**config.mk**
```make
export PLATFORM = sky130hd
export DESIGN_NAME = door_scan_top
export DESIGN_NICKNAME = d
export VERILOG_FILES = /design/src/rtl/door_scan_pkg.sv /design/src/rtl/dscan_counter.sv /design/src/rtl/dscan_mux.sv /design/src/rtl/dscan_line.sv /design/src/rtl/dscan_demux.sv /design/src/rtl/door_scan_top.sv
export SDC_FILE = /design/constraint.sdc
export NUM_CORES = 1
export LEC_CHECK = 0
export BUFFER_PORTS_ARGS = -buffer_cell sky130_fd_sc_hd__buf_2
export CORE_AREA = 2 2 39 41
export DETAILED_ROUTE_END_ITERATION = 12
export DIE_AREA = 0 0 41 43
export HOLD_SLACK_MARGIN = 0.03
export PLACE_DENSITY_LB_ADDON = 0.05
export SLEW_MARGIN = 20
export SYNTH_ARGS = -nofsm -noshare
export SYNTH_HDL_FRONTEND = slang
export SYNTH_SLANG_ARGS = --single-unit
```
**constraint.sdc**
```tcl
create_clock -name clk -period 4 [get_ports clk]
set_clock_uncertainty 0.2 [all_clocks]
set_input_delay 0.8 -clock clk [delete_from_list [all_inputs] [get_ports clk]]
set_output_delay 0.8 -clock clk [all_outputs]
set_load 0.1 [all_outputs]
```
**src/rtl/door_scan_pkg.sv**
```systemverilog
package door_scan_pkg;

    localparam int DOOR_COUNT = 8;
    localparam int SEL_W      = (DOOR_COUNT > 1) ? $clog2(DOOR_COUNT) : 1;
    localparam int LAST_SLOT  = DOOR_COUNT - 1;
    localparam bit FULL_RANGE = (DOOR_COUNT == (1 << SEL_W));

    typedef logic [SEL_W-1:0]      sel_t;
    typedef logic [DOOR_COUNT-1:0] door_vec_t;

    // one beat on the shared wire: the slot it belongs to and its status
    typedef struct packed {
        sel_t slot;
        logic open;
    } beat_t;

    localparam beat_t BEAT_IDLE = '{slot: '0, open: 1'b0};

    function automatic sel_t slot_after(sel_t cur);
        if (cur == sel_t'(LAST_SLOT))
            return '0;
        return sel_t'(cur + 1'b1);
    endfunction

endpackage

```
**src/rtl/dscan_counter.sv**
```systemverilog
module dscan_counter
    import door_scan_pkg::*;
(
    input  logic clk,
    input  logic rst,
    output sel_t slot
);

    sel_t slot_q;
    sel_t slot_d;

    generate
        if (FULL_RANGE) begin : g_natural_wrap
            always_comb slot_d = sel_t'(slot_q + 1'b1);
        end else begin : g_compare_wrap
            always_comb slot_d = slot_after(slot_q);
        end
    endgenerate

    always_ff @(posedge clk) begin
        if (rst)
            slot_q <= '0;
        else
            slot_q <= slot_d;
    end

    assign slot = slot_q;

    // the last slot is followed by slot 0
    p_wrap_r2: assert property (@(posedge clk) disable iff (rst)
        (slot_q == sel_t'(LAST_SLOT)) |=> (slot_q == '0));

    // every other slot is followed by the next one
    p_step_r2: assert property (@(posedge clk) disable iff (rst)
        (slot_q != sel_t'(LAST_SLOT)) |=> (slot_q == sel_t'($past(slot_q) + 1'b1)));

endmodule

```
**src/rtl/dscan_mux.sv**
```systemverilog
module dscan_mux
    import door_scan_pkg::*;
(
    input  door_vec_t doors,
    input  sel_t      slot,
    output logic      serial
);

    always_comb begin
        serial = 1'b0;
        for (int i = 0; i < DOOR_COUNT; i++) begin
            if (slot == sel_t'(i))
                serial = doors[i];
        end
    end

endmodule

```
**src/rtl/dscan_line.sv**
```systemverilog
module dscan_line
    import door_scan_pkg::*;
(
    input  logic  clk,
    input  logic  rst,
    input  sel_t  slot,
    input  logic  serial,
    output beat_t beat
);

    beat_t beat_q;

    // slot and status bit are captured on the same edge so that the
    // distributor never decodes a slot that has not yet settled
    always_ff @(posedge clk) begin
        if (rst)
            beat_q <= BEAT_IDLE;
        else
            beat_q <= '{slot: slot, open: serial};
    end

    assign beat = beat_q;

endmodule

```
**src/rtl/dscan_demux.sv**
```systemverilog
module dscan_demux
    import door_scan_pkg::*;
(
    input  beat_t     beat,
    output door_vec_t led_n
);

    generate
        for (genvar g = 0; g < DOOR_COUNT; g++) begin : g_lamp
            assign led_n[g] = !(beat.open && (beat.slot == sel_t'(g)));
        end
    endgenerate

endmodule

```
**src/rtl/door_scan_top.sv**
```systemverilog
module door_scan_top
    import door_scan_pkg::*;
(
    input  logic       clk,
    input  logic       rst,
    input  logic [7:0] door_open,
    output logic [2:0] scan_sel,
    output logic       line_bit,
    output logic [7:0] led_n
);

    sel_t      slot;
    logic      serial;
    beat_t     beat;
    door_vec_t lamps_n;

    dscan_counter u_counter (
        .clk  (clk),
        .rst  (rst),
        .slot (slot)
    );

    dscan_mux u_mux (
        .doors  (door_open),
        .slot   (slot),
        .serial (serial)
    );

    dscan_line u_line (
        .clk    (clk),
        .rst    (rst),
        .slot   (slot),
        .serial (serial),
        .beat   (beat)
    );

    dscan_demux u_demux (
        .beat  (beat),
        .led_n (lamps_n)
    );

    assign scan_sel = slot;
    assign line_bit = beat.open;
    assign led_n    = lamps_n;

    // the wire carries the door picked by the previous slot
    p_sample_r3: assert property (@(posedge clk) disable iff (rst)
        !rst |=> (line_bit == $past(door_open[scan_sel])));

    // the LED with the previous slot's index follows the wire
    p_route_r4: assert property (@(posedge clk) disable iff (rst)
        !rst |=> (led_n[$past(scan_sel)] == !line_bit));

    // a closed door being scanned leaves every LED dark
    p_closed_r5: assert property (@(posedge clk) disable iff (rst)
        (!rst && !door_open[scan_sel]) |=> (&led_n));

    // no more than one LED lit
    p_single_r6: assert property (@(posedge clk) disable iff (rst)
        $onehot0(~led_n));

    // lit LED count matches the wire
    p_agree_r8: assert property (@(posedge clk) disable iff (rst)
        ($countones(~led_n) == 32'(line_bit)));

endmodule

```
==> report_table.html <==
<table>
<tr><th>Metric</th><th>Value</th></tr>
<tr><th colspan="2">Outcome</th></tr>
<tr><td>Status</td><td>completed</td></tr>
<tr><th colspan="2">GRT</th></tr>
<tr><td>Met1 capacity usage during global routing</td><td>14.7%</td></tr>
<tr><td>Largest net degree at the start of global routing</td><td>9</td></tr>
<tr><td>GR met2 Demand/Resource</td><td>15.9%</td></tr>
<tr><td>Via count of the first global-routing pass</td><td>352</td></tr>
<tr><td>First-pass GRT wire length</td><td>1370 microns</td></tr>
<tr><td>Number of antenna violations at the first check in global routing</td><td>0</td></tr>
<tr><td>Busiest grt layer</td><td>met2</td></tr>
<tr><td>Total overflow reported by the global router</td><td>0</td></tr>
<tr><td>Global-route usage over all layers</td><td>11.2%</td></tr>
<tr><td>Global routing usage on met3</td><td>1.57%</td></tr>
<tr><th colspan="2">Drt</th></tr>
<tr><td>Remaining number of nets flagged by the antenna check after routing</td><td>0</td></tr>
<tr><td>DR vias/cell</td><td>4.58</td></tr>
<tr><td>Post-detailed-route DRC marker count</td><td>0</td></tr>
<tr><td>Post-detailed-routing wire length</td><td>853 microns</td></tr>
<tr><td>Vias</td><td>412</td></tr>
<tr><td>DR pass1 iterations</td><td>4</td></tr>
<tr><td>Post-detailed-route wirelength per cell</td><td>9.48 microns</td></tr>
<tr><td>1st-iter DRT viols</td><td>3</td></tr>
<tr><th colspan="2">Hold path</th></tr>
<tr><td>Worst min-delay path category</td><td>reg -&gt; reg</td></tr>
<tr><th colspan="2">Synth</th></tr>
<tr><td>Netlist area before placement</td><td>399 sq um</td></tr>
<tr><td>#FFs+latches synth</td><td>7</td></tr>
<tr><td>Share of synthesized area occupied by flip-flops and latches</td><td>35.1%</td></tr>
<tr><td>Most area-hungry cell type in the Yosys netlist</td><td>sky130_fd_sc_hd__dfxtp_1</td></tr>
<tr><td>Gate count of the mapped netlist</td><td>49</td></tr>
<tr><td>Number of nets produced by synthesis</td><td>65</td></tr>
<tr><td>Average instance area after synthesis</td><td>8.15 sq um</td></tr>
<tr><td>Post-synth top area share</td><td>35.1%</td></tr>
<tr><td>Leading post-synthesis cells by cell area</td><td>sky130_fd_sc_hd__dfxtp_1, sky130_fd_sc_hd__ha_1, sky130_fd_sc_hd__nor2_1</td></tr>
<tr><td>Distinct cell type count after synthesis</td><td>16</td></tr>
<tr><td>Synthesis Warnings</td><td>0</td></tr>
<tr><th colspan="2">STA</th></tr>
<tr><td>Post-layout min period</td><td>2.31 ns</td></tr>
<tr><td>Max Transition Viols Final</td><td>0</td></tr>
<tr><td>RSZ-0062 raised after global routing</td><td>false</td></tr>
<tr><td>Peak Freq</td><td>432 MHz</td></tr>
<tr><td>TNS Setup</td><td>0 ns</td></tr>
<tr><td>Tightest hold margin</td><td>0.287 ns</td></tr>
<tr><td>Setup Viol. Count Final</td><td>0</td></tr>
<tr><td>Part of the cycle the worst path needs</td><td>57.8%</td></tr>
<tr><td>Final Hold Vio Count</td><td>0</td></tr>
<tr><td>Slew headroom</td><td>67.7%</td></tr>
<tr><td>Measured slew at the worst slew-check pin</td><td>0.487 ns</td></tr>
<tr><th colspan="2">Clocking</th></tr>
<tr><td>Worst-Skew Late Latency</td><td>0.25 ns</td></tr>
<tr><td>TritonCTS clock tree</td><td>done</td></tr>
<tr><td>Total CTS buffers</td><td>3</td></tr>
<tr><td>Clk slew on worst S/H paths</td><td>0.05 ns</td></tr>
<tr><td>Maximum buffer depth of the clock tree</td><td>2</td></tr>
<tr><td>CTS Hold Buffers Added</td><td>0</td></tr>
<tr><td>Number of gates resized after CTS</td><td>0</td></tr>
<tr><td>Clock root cell</td><td>sky130_fd_sc_hd__clkbuf_4</td></tr>
<tr><td>Sink Count</td><td>7</td></tr>
<tr><td>Post-CTS Setup Repair Bufs</td><td>0</td></tr>
<tr><td>Number of H-tree levels</td><td>1</td></tr>
<tr><th colspan="2">Worst setup path</th></tr>
<tr><td>Biggest fanout along the worst timing path</td><td>6</td></tr>
<tr><td>Startpoint class of the critical path</td><td>register</td></tr>
<tr><td>WS Path Type</td><td>reg -&gt; out</td></tr>
<tr><td>Capturing element type of the critical path</td><td>output pin</td></tr>
<tr><td>Cell Chain, Critical Path</td><td>nor2b_1, nand3_1, buf_2</td></tr>
<tr><td>Data arrival time of the critical path</td><td>1.31 ns</td></tr>
<tr><td>Worst path required time</td><td>3.00 ns</td></tr>
<tr><td>Master of the slowest instance on the critical path</td><td>sky130_fd_sc_hd__dfxtp_1</td></tr>
<tr><td>Cell class contributing the biggest share of worst-path delay</td><td>flip-flops</td></tr>
<tr><td>Number of buffers and inverters on the critical path</td><td>1</td></tr>
<tr><td>CP peak stage delay</td><td>0.38 ns</td></tr>
<tr><th colspan="2">Flow run</th></tr>
<tr><td>Max-cap violations</td><td>0</td></tr>
<tr><th colspan="2">Finish</th></tr>
<tr><td>Fillers</td><td>160</td></tr>
<tr><td>Share of cells above drive strength 1</td><td>32.4%</td></tr>
<tr><td>Area growth from synthesis to layout</td><td>37.9%</td></tr>
<tr><td>Antenna diode instance count</td><td>0</td></tr>
<tr><td>Number of nets at the end of the flow</td><td>91</td></tr>
<tr><th colspan="2">Floorplan</th></tr>
<tr><td>Rows</td><td>14</td></tr>
<tr><td>Total I/O pin count</td><td>22</td></tr>
<tr><td>Horiz. Die Dim</td><td>41 microns</td></tr>
<tr><td>Initial Utilization</td><td>28.8%</td></tr>
<tr><td>Die area</td><td>1760 sq um</td></tr>
<tr><td>Y dimension of the die</td><td>43 microns</td></tr>
<tr><td>Area of the core</td><td>1380 sq um</td></tr>
<tr><th colspan="2">Power</th></tr>
<tr><td>Leakage component of the power</td><td>0.253 nW</td></tr>
<tr><td>Post-layout power</td><td>0.000224 W</td></tr>
<tr><td>Maximum vdd ir drop</td><td>0.137 mV</td></tr>
<tr><td>Total power density per cell area</td><td>406 nW/um^2</td></tr>
<tr><th colspan="2">Place</th></tr>
<tr><td>Half-perimeter wire length of the detailed placement result</td><td>725 microns</td></tr>
<tr><td>PortBufs</td><td>21</td></tr>
<tr><td>Last weighted congestion value of the routability-driven placer</td><td>0.661</td></tr>
</table>
==> layout make-up <==
cell class                      count  area [sq um]  share of cell area [%]
Clock buffer                        4          26.3                    4.77
Inverter                            4          15.0                    2.73
Multi-Input combinational cell     38           244                    44.3
Sequential cell                     7           140                    25.5
Tap cell                           16          20.0                    3.64
Timing Repair Buffer               21           105                    19.1
==> through the flow <==
step	setup WS [ns]	instance area (sq um)	utilization (%)	cells
floorplan	0.824	399	-	49
global placement	1.98	524	37.9	86
detailed placement	1.95	524	37.9	86
CTS	1.67	551	39.8	90
global route	1.60	551	39.8	90
finish	1.69	551	39.8	90
==> synthesized netlist by cell type <==
| cell type | instances |
|---|---|
| sky130_fd_sc_hd__a221oi_1 | 1 |
| sky130_fd_sc_hd__a211oi_1 | 1 |
| sky130_fd_sc_hd__nor4b_1 | 1 |
| sky130_fd_sc_hd__mux2i_1 | 1 |
| sky130_fd_sc_hd__a2111oi_1 | 1 |
| sky130_fd_sc_hd__ha_1 | 6 |
| sky130_fd_sc_hd__a21oi_1 | 1 |
| sky130_fd_sc_hd__nor2_1 | 9 |
| sky130_fd_sc_hd__nor2b_1 | 4 |
| sky130_fd_sc_hd__nand2_1 | 6 |
| sky130_fd_sc_hd__nand3_1 | 4 |
| sky130_fd_sc_hd__dfxtp_1 | 7 |
| sky130_fd_sc_hd__nand4_1 | 1 |
| sky130_fd_sc_hd__o21ai_1 | 1 |
| sky130_fd_sc_hd__o22ai_1 | 1 |
| sky130_fd_sc_hd__inv_1 | 4 |
==> worst reg2reg max path: stages (launching register included) <==
cell	delay, ns
sky130_fd_sc_hd__dfxtp_1	0.40
sky130_fd_sc_hd__inv_1	0.11
sky130_fd_sc_hd__ha_1	0.25
sky130_fd_sc_hd__nor4b_1	0.15
sky130_fd_sc_hd__a2111oi_1	0.39
sky130_fd_sc_hd__o21ai_1	0.12
sky130_fd_sc_hd__o22ai_1	0.17
==> metal layers <==
layer  up-vias  part of all wire (%)
li1        218                     -
met1       182                    48
met2        10                    46
met3         2                   4.2
met4         0                   1.8
met5         -                     0
==> state kept, by name, indices dropped and copies added (netlist names) <==
name / count
u_line.beat: 4
u_counter.slot: 3
==> cells by family (layout without fill, tap and decap cells) <==
group                    count (synthesis)  count (layout)  share of synthesized area [%]
AND/OR/NAND/NOR                         25              25                           29.2
flip-flops                               7               7                           35.1
adder cells (fa/ha/maj)                  6               6                           18.8
AO/OA/AOI/OAI                            6               6                           10.7
buffers and inverters                    4              29                           3.76
multiplexers                             1               1                           2.51
==> path summary, 6_finish.rpt <==
check / slack, ns / end / start / depth (start not counted)
worst max register to register: 2.13 / u_line.beat[0] / u_counter.slot[0] / 6
worst min-delay path: 0.29 / u_counter.slot[0] / u_counter.slot[0] / 1
worst min register to register: 0.29 / u_counter.slot[0] / u_counter.slot[0] / 1
worst max-delay path: 1.69 / led_n[5] / u_line.beat[0] / 3
==> cells in the final DEF (no fill, tap or decap), drive strengths merged, types with 4 or more instances in the layout <==
cell type,n
inv,4
nor2b,4
nand2,6
buf,21
nor2,9
ha,6
nand3,4
dfxtp,7
clkbuf,4
==> report_power, final <==
group	switching [W]	leakage [nW]	internal, W	total [W]
clock network	0.0000257	0.0150	0.0000380	0.0000638
registers	0.00000626	0.0577	0.0000754	0.0000816
logic	0.0000600	0.181	0.0000183	0.0000783
(Power assumes the default switching activity.)
